[config.mk]
export PLATFORM = sky130hd
export DESIGN_NAME = tmr_bank_regs
export DESIGN_NICKNAME = d
export VERILOG_FILES = /design/src/rtl/tmr_bank_pkg.sv /design/src/rtl/tmr_addr_decode.sv /design/src/rtl/tmr_chan_regs.sv /design/src/rtl/tmr_ctrl_seq.sv /design/src/rtl/tmr_bank_regs.sv
export SDC_FILE = /design/constraint.sdc
export NUM_CORES = 2
export LEC_CHECK = 0
export BUFFER_PORTS_ARGS = -buffer_cell sky130_fd_sc_hd__buf_2
export CAP_MARGIN = 10
export CORE_AREA = 8 8 465 467
export CTS_CLUSTER_DIAMETER = 100
export CTS_CLUSTER_SIZE = 28
export DETAILED_ROUTE_END_ITERATION = 7
export DIE_AREA = 0 0 473 475
export PLACE_DENSITY = 0.52
export SLEW_MARGIN = 20
export SYNTH_ARGS = -nofsm -noshare
export SYNTH_HDL_FRONTEND = slang
export SYNTH_HIERARCHICAL = 1
export SYNTH_SLANG_ARGS = --single-unit
[constraint.sdc]
create_clock -name clk -period 6.1 [get_ports clk]
set_input_delay 0.61 -clock clk [delete_from_list [all_inputs] [get_ports clk]]
set_output_delay 0.61 -clock clk [all_outputs]
set_load 0.05 [all_outputs]
[src/rtl/tmr_bank_pkg.sv]
package tmr_bank_pkg;

    localparam int DATA_W      = 32;
    localparam int CH_N        = 8;
    localparam int CH_W        = $clog2(CH_N);
    localparam int CTRL_BITS   = 4;
    localparam int PULSE_BIT   = 3;
    localparam int PULSE_FIRST = 4;
    localparam int OFF_W       = 8;

    localparam logic [OFF_W-1:0] CTRL_OFF   = 8'h30;
    localparam logic [OFF_W-1:0] CTRL2_OFF  = 8'h34;
    localparam logic [OFF_W-1:0] LOW_END    = 8'h30;
    localparam logic [OFF_W-1:0] HIGH_BASE  = 8'h40;
    localparam logic [OFF_W-1:0] HIGH_LAST  = 8'h8F;

    typedef enum logic [1:0] {AK_ILLEGAL, AK_CHAN, AK_CTRL, AK_CTRL2} acc_kind_e;
    typedef enum logic [1:0] {CR_COUNT, CR_RELOAD, CR_MATCH_A, CR_MATCH_B} chan_reg_e;
    typedef enum logic [1:0] {SEQ_IDLE, SEQ_CFG, SEQ_START} seq_phase_e;

    typedef struct packed {
        acc_kind_e        kind;
        logic [CH_W-1:0]  ch;
        chan_reg_e        sel;
    } acc_dec_t;

    typedef struct packed {
        logic pulse;
        logic ovf_irq;
        logic ext_clk;
        logic en;
    } chan_ctrl_t;

    typedef chan_ctrl_t [CH_N-1:0] ctrl_word_t;

    function automatic logic [DATA_W-1:0] mask_pulse(input logic [DATA_W-1:0] w);
        logic [DATA_W-1:0] m;
        m = w;
        for (int i = 0; i < PULSE_FIRST; i++) m[i*CTRL_BITS+PULSE_BIT] = 1'b0;
        return m;
    endfunction

    function automatic logic pulse_violation(input logic [DATA_W-1:0] w);
        logic v;
        v = 1'b0;
        for (int i = 0; i < PULSE_FIRST; i++) v = v | w[i*CTRL_BITS+PULSE_BIT];
        return v;
    endfunction

endpackage

[src/rtl/tmr_addr_decode.sv]
module tmr_addr_decode
    import tmr_bank_pkg::*;
#(
    parameter int ADDR_W = 12
) (
    input  logic [ADDR_W-1:0] addr,
    output acc_dec_t          dec
);
    logic             hi_ok;
    logic [OFF_W-1:0] off;
    logic [3:0]       slot;

    assign off  = addr[OFF_W-1:0];
    assign slot = off[7:4];

    if (ADDR_W > OFF_W) begin : g_hi
        assign hi_ok = ~|addr[ADDR_W-1:OFF_W];
    end else begin : g_nohi
        assign hi_ok = 1'b1;
    end

    always_comb begin
        dec.kind = AK_ILLEGAL;
        dec.ch   = '0;
        dec.sel  = chan_reg_e'(off[3:2]);
        if (hi_ok && off[1:0] == 2'b00) begin
            if (off < LOW_END) begin
                dec.kind = AK_CHAN;
                dec.ch   = CH_W'(slot);
            end else if (off == CTRL_OFF) begin
                dec.kind = AK_CTRL;
            end else if (off == CTRL2_OFF) begin
                dec.kind = AK_CTRL2;
            end else if (off >= HIGH_BASE && off <= HIGH_LAST) begin
                dec.kind = AK_CHAN;
                dec.ch   = CH_W'(slot - 4'd1);
            end
        end
    end
endmodule

[src/rtl/tmr_chan_regs.sv]
module tmr_chan_regs
    import tmr_bank_pkg::*;
(
    input  logic                     clk,
    input  logic                     rst,
    input  logic                     wr_en,
    input  logic [CH_W-1:0]          ch,
    input  chan_reg_e                sel,
    input  logic [DATA_W-1:0]        wdata,
    input  logic [CH_N*DATA_W-1:0]   count_i,
    output logic [DATA_W-1:0]        rd_data,
    output logic [CH_N-1:0]          ld_o,
    output logic [DATA_W-1:0]        ld_data_o,
    output logic [CH_N*DATA_W-1:0]   reload_o,
    output logic [CH_N*DATA_W-1:0]   ma_o,
    output logic [CH_N*DATA_W-1:0]   mb_o
);
    logic [DATA_W-1:0] rel_q [CH_N];
    logic [DATA_W-1:0] ma_q  [CH_N];
    logic [DATA_W-1:0] mb_q  [CH_N];

    for (genvar g = 0; g < CH_N; g++) begin : g_ch
        always_ff @(posedge clk) begin
            if (rst) begin
                rel_q[g] <= '0;
                ma_q[g]  <= '0;
                mb_q[g]  <= '0;
            end else if (wr_en && ch == CH_W'(g)) begin
                case (sel)
                    CR_RELOAD:  rel_q[g] <= wdata;
                    CR_MATCH_A: ma_q[g]  <= wdata;
                    CR_MATCH_B: mb_q[g]  <= wdata;
                    default: ;
                endcase
            end
        end
        assign reload_o[g*DATA_W +: DATA_W] = rel_q[g];
        assign ma_o[g*DATA_W +: DATA_W]     = ma_q[g];
        assign mb_o[g*DATA_W +: DATA_W]     = mb_q[g];
    end

    always_ff @(posedge clk) begin
        if (rst) begin
            ld_o      <= '0;
            ld_data_o <= '0;
        end else begin
            ld_o <= '0;
            if (wr_en && sel == CR_COUNT) begin
                ld_o[ch]  <= 1'b1;
                ld_data_o <= wdata;
            end
        end
    end

    always_comb begin
        case (sel)
            CR_COUNT:   rd_data = count_i[int'(ch)*DATA_W +: DATA_W];
            CR_RELOAD:  rd_data = rel_q[ch];
            CR_MATCH_A: rd_data = ma_q[ch];
            default:    rd_data = mb_q[ch];
        endcase
    end
endmodule

[src/rtl/tmr_ctrl_seq.sv]
module tmr_ctrl_seq
    import tmr_bank_pkg::*;
(
    input  logic              clk,
    input  logic              rst,
    input  logic              go,
    input  logic [DATA_W-1:0] wword,
    output logic              busy,
    output logic [DATA_W-1:0] ctrl_word,
    output logic [CH_N-1:0]   en_o,
    output logic [CH_N-1:0]   ext_o,
    output logic [CH_N-1:0]   ovf_o,
    output logic [CH_N-1:0]   pulse_o,
    output logic [CH_N-1:0]   stop_o,
    output logic [CH_N-1:0]   cfg_o,
    output logic [CH_N-1:0]   start_o
);
    ctrl_word_t  cur_q, old_q, new_q, masked;
    seq_phase_e  ph_q;

    assign masked    = ctrl_word_t'(mask_pulse(wword));
    assign busy      = (ph_q != SEQ_IDLE);
    assign ctrl_word = DATA_W'(cur_q);

    always_ff @(posedge clk) begin
        if (rst) begin
            cur_q   <= '0;
            old_q   <= '0;
            new_q   <= '0;
            ph_q    <= SEQ_IDLE;
            en_o    <= '0;
            ext_o   <= '0;
            ovf_o   <= '0;
            pulse_o <= '0;
            stop_o  <= '0;
            cfg_o   <= '0;
            start_o <= '0;
        end else begin
            stop_o  <= '0;
            cfg_o   <= '0;
            start_o <= '0;
            case (ph_q)
                SEQ_IDLE: begin
                    if (go) begin
                        cur_q <= masked;
                        old_q <= cur_q;
                        new_q <= masked;
                        ph_q  <= SEQ_CFG;
                        for (int i = 0; i < CH_N; i++) begin
                            if (cur_q[i].en && !masked[i].en) begin
                                en_o[i]   <= 1'b0;
                                stop_o[i] <= 1'b1;
                            end
                        end
                    end
                end
                SEQ_CFG: begin
                    for (int i = 0; i < CH_N; i++) begin
                        ext_o[i]   <= new_q[i].ext_clk;
                        ovf_o[i]   <= new_q[i].ovf_irq;
                        pulse_o[i] <= new_q[i].pulse;
                        cfg_o[i]   <= (new_q[i].ext_clk != old_q[i].ext_clk) ||
                                      (new_q[i].ovf_irq != old_q[i].ovf_irq) ||
                                      (new_q[i].pulse   != old_q[i].pulse);
                    end
                    ph_q <= SEQ_START;
                end
                SEQ_START: begin
                    for (int i = 0; i < CH_N; i++) begin
                        if (!old_q[i].en && new_q[i].en) begin
                            en_o[i]    <= 1'b1;
                            start_o[i] <= 1'b1;
                        end
                    end
                    ph_q <= SEQ_IDLE;
                end
                default: ph_q <= SEQ_IDLE;
            endcase
        end
    end
endmodule

[src/rtl/tmr_bank_regs.sv]
module tmr_bank_regs
    import tmr_bank_pkg::*;
#(
    parameter int ADDR_W = 12
) (
    input  logic                   clk,
    input  logic                   rst,
    input  logic                   req_valid,
    input  logic                   req_write,
    input  logic [ADDR_W-1:0]      req_addr,
    input  logic [DATA_W-1:0]      req_wdata,
    output logic                   rsp_valid,
    output logic [DATA_W-1:0]      rsp_rdata,
    output logic                   err_o,
    input  logic [CH_N*DATA_W-1:0] ch_count_i,
    output logic [CH_N-1:0]        count_ld_o,
    output logic [DATA_W-1:0]      count_ld_data_o,
    output logic [CH_N*DATA_W-1:0] reload_o,
    output logic [CH_N*DATA_W-1:0] match_a_o,
    output logic [CH_N*DATA_W-1:0] match_b_o,
    output logic [CH_N-1:0]        en_o,
    output logic [CH_N-1:0]        ext_clk_o,
    output logic [CH_N-1:0]        ovf_irq_o,
    output logic [CH_N-1:0]        pulse_o,
    output logic [CH_N-1:0]        stop_stb_o,
    output logic [CH_N-1:0]        cfg_stb_o,
    output logic [CH_N-1:0]        start_stb_o
);
    acc_dec_t          dec;
    logic [DATA_W-1:0] chan_rd, ctrl_rd, ctrl2_q, rd_mux;
    logic              rd_req, wr_req, ctrl_wr, seq_busy, seq_go, err_d;

    tmr_addr_decode #(.ADDR_W(ADDR_W)) u_dec (
        .addr (req_addr),
        .dec  (dec)
    );

    assign rd_req  = req_valid && !req_write;
    assign wr_req  = req_valid && req_write;
    assign ctrl_wr = wr_req && dec.kind == AK_CTRL;
    assign seq_go  = ctrl_wr && !seq_busy;

    tmr_chan_regs u_chan (
        .clk       (clk),
        .rst       (rst),
        .wr_en     (wr_req && dec.kind == AK_CHAN),
        .ch        (dec.ch),
        .sel       (dec.sel),
        .wdata     (req_wdata),
        .count_i   (ch_count_i),
        .rd_data   (chan_rd),
        .ld_o      (count_ld_o),
        .ld_data_o (count_ld_data_o),
        .reload_o  (reload_o),
        .ma_o      (match_a_o),
        .mb_o      (match_b_o)
    );

    tmr_ctrl_seq u_seq (
        .clk       (clk),
        .rst       (rst),
        .go        (seq_go),
        .wword     (req_wdata),
        .busy      (seq_busy),
        .ctrl_word (ctrl_rd),
        .en_o      (en_o),
        .ext_o     (ext_clk_o),
        .ovf_o     (ovf_irq_o),
        .pulse_o   (pulse_o),
        .stop_o    (stop_stb_o),
        .cfg_o     (cfg_stb_o),
        .start_o   (start_stb_o)
    );

    always_comb begin
        case (dec.kind)
            AK_CHAN:  rd_mux = chan_rd;
            AK_CTRL:  rd_mux = ctrl_rd;
            AK_CTRL2: rd_mux = ctrl2_q;
            default:  rd_mux = '0;
        endcase
    end

    assign err_d = req_valid && ((dec.kind == AK_ILLEGAL) ||
                   (ctrl_wr && (seq_busy || pulse_violation(req_wdata))));

    always_ff @(posedge clk) begin
        if (rst) begin
            rsp_valid <= 1'b0;
            rsp_rdata <= '0;
            err_o     <= 1'b0;
            ctrl2_q   <= '0;
        end else begin
            rsp_valid <= rd_req;
            rsp_rdata <= rd_req ? rd_mux : '0;
            err_o     <= err_d;
            if (wr_req && dec.kind == AK_CTRL2) ctrl2_q <= req_wdata;
        end
    end
endmodule

==> results.toml <==
[detailed_routing]
routedWlPerCell_um = 39.78
routed.top_layer = "met5"
wl_met2_mm = 128.5
drt-met1-wl_mm = 118.1
routed-wl-met3_mm = 33.22
ant_nets = 0
vias_per_cell = 4.797
via_count = 34740
drt_iter0_drc = 4431
dr.pass1.iters = 5
post-route-drc-count = 0
wirelength_mm = 288.0

[timing]
setup-tns-final_ps = 0
setup_violations = 0
skew_ps = 59.51
clock.fmax_mhz = 220.3
fin_crit_ps = 4540
tightestPinTransition_ps = 1114
hold_viol = 0
slew_violations = 0
timing.final.crit_share_pct = 74.42
rsz0062_at_grt = "no"
slew-limit-headroom_pct = 23.59

[clocking]
cts_resized = 0
cts_hold_buf = 0
cts_tree = "yes"
path_clk_slew_ps = 110
post_cts_buffers = 0
clock_sinks = 984
cts_root_buf = "clkbuf_16"
cts_buffer_depth = 3
clock_latency_ps = 760
htreeDepth = 2
cts_buffers = 57

[pwr]
powerDensity_nw_per_um2 = 261.7
ir_drop_uv = 227.5
power_mw = 15.06
leakagePower_nw = 20.65

[global_route]
gr-usage-all-layers_pct = 24.35
antenna_found_initial = 60
gr-total-overflow = 0
grt_pass1_vias = 34270
grt_max_degree = 95
grt_first_pass_wirelength_mm = 365.9

[worst_setup_path]
cp_max_fo = 29
crit_path_start = "req_addr[11]"
start_kind = "input pin"
rr_startpoint = "u_seq/ph_q[0]$_SDFFE_PP0P_"
cp_data_required_time_ps = 6690
arrival_ps = 5130
reg2reg_slack_ps = 3320
crit_path_end_kind = "register"
worst-setup-path-type = "input pin to register"

[logic_synthesis]
syn_inst = 3258
synth-xor-area-share_pct = 0.3861
synth_area_sq_um = 45370
seq_area_frac_synth_pct = 60.36
muxShareOfSynthArea_pct = 14.72
synth_top_family_by_area = "simple AND/OR/NAND/NOR gates"
synthSimpleGateAreaFrac_pct = 15.35
synth_compound_area_share_pct = 5.496
synth_area_per_cell_sq_um = 13.93
yosys_warnings = 6
synth_ff_type = "edfxtp_1"
synth_cell_types = 58
synthAdderAreaFrac_pct = 0.05515
synthArstFlopShare_pct = 0
ys_ff_latch = 984
synth_edf_count = 768

[floorplan]
fp-row-count = 168
die_h_um = 475
coreArea_sq_um = 208500
start_util_pct = 21.76
num_io_pins = 1202
fp.dieW_um = 473
die_area_sq_um = 224700

[final_layout]
area_growth_pct = 26.85
nets = 4666
final_common_cell = "buf_2"
mostFrequentLayoutCells = "buf_2 (1196), and2_1 (769), edfxtp_1 (768)"
fillers = 21650
drive_gt1_share_pct = 41.30

[placement]
dp.final_hpwl_mm = 223.1
gp_congestion = 0.9304
portBuffers = 1197

[worst_hold_path]
hp-class = "input pin to register"
min_from = "req_valid"

[outcome]
outcome = "finished clean"

[flow_run]
drv_cap = 0
[power breakdown]
part	internal (mW)	total, mW	leakage [nW]	switching (mW)
clock network	2.08	4.96	1.03	2.88
logic	0.478	2.40	10.6	1.92
registers	7.47	7.70	9.03	0.233
total	10.0	15.1	20.6	5.04
[area by class of cell]
class                      instances  area [sq um]  area share (%)
multi-input combinational       1958         16930           29.41
tap                             2805          3510           6.098
antenna                           29         72.57          0.1261
sequential                       984         27390           47.58
clock inverter                    37         673.1           1.170
clock buffer                      69          1535           2.667
inverter                          10         37.54         0.06522
timing repair buffer            1349          7413           12.88
[metal layers]
layer  track usage, %  vias to the layer above
li1                 -                    14060
met1            32.09                    18290
met2            38.25                     2139
met3            8.776                      250
met4            5.827                        4
met5                0                        -
[cell families (layout without fill, tap and decap cells)]
family	after synthesis	in the layout
AND/OR/NAND/NOR	1217	1217
flip-flops	984	984
AO/OA/AOI/OAI	357	357
multiplexers	354	354
buffers and inverters	323	1465
XOR/XNOR	20	20
adder cells (fa/ha/maj)	2	2
other	1	37
[final timing paths]
path                                  end  cells after the start
max               rsp_rdata[6]$_SDFF_PP0_                     14
min                      err_o$_SDFF_PP0_                      3
max reg2reg    u_seq/en_o[0]$_SDFFE_PP0P_                      7
min reg2reg  u_seq/old_q[16]$_SDFFE_PP0P_                      2
[stage by stage]
stage / hold WS, ps / util (%) / instance area [sq um] / worst slack [ps] / cells
5_1_grt: 185.3 / 27.57 / 57490 / 1324 / 7215
3_5_place_dp: 441.5 / 26.51 / 55280 / 573.5 / 7106
3_3_place_gp: 436.8 / 26.51 / 55270 / 503.6 / 7106
4_1_cts: 145.0 / 27.57 / 57480 / 1396 / 7212
6_report: 230.6 / 27.60 / 57560 / 1560 / 7241
2_1_floorplan: 419.1 / - / 45400 / 1409 / 3265
[state kept, by name, summed over array words and instances (netlist names)]
name / flops
u_seq/ph_q: 2
u_seq/cfg_o: 8
u_seq/start_o: 8
u_seq/stop_o: 8
u_chan/mb_q: 256
rsp_rdata: 32
u_chan/ld_data_o: 32
u_seq/ovf_o: 8
u_chan/rel_q: 256
err_o: 1
rsp_valid: 1
ctrl2_q: 32
u_seq/en_o: 8
u_seq/old_q: 28
u_chan/ld_o: 8
u_seq/ext_o: 8
u_chan/ma_q: 256
u_seq/new_q: 28
u_seq/pulse_o: 4
[critical path: stages]
cell and delay [ps]:
buf_2 150, nor4_2 480, buf_4 230, nand2_1 270, a311oi_4 490, buf_12 220
buf_12 230, buf_12 270, mux4_2 650, a22o_1 230, a221oi_2 310, o211ai_1 250
a21oi_1 510, a211oi_2 130
[cells in the mapped netlist, types with 20 or more instances]
library cell	instances	area, sq um
xnor2_1	20	175.2
mux4_2	250	5630
buf_4	23	172.7
buf_2	51	255.2
edfxtp_1	768	23060
mux2i_1	98	980.9
nand2_1	226	848.3
a21oi_1	145	725.7
o21bai_1	24	180.2
nand2b_1	88	550.5
a22oi_1	75	563.0
nor2_1	57	214.0
and2_1	769	4811
buf_6	24	270.3
dfxtp_1	216	4324
a211oi_2	30	375.4
clkbuf_1	198	743.2
No activity file was read; power rests on OpenSTA's default activity.
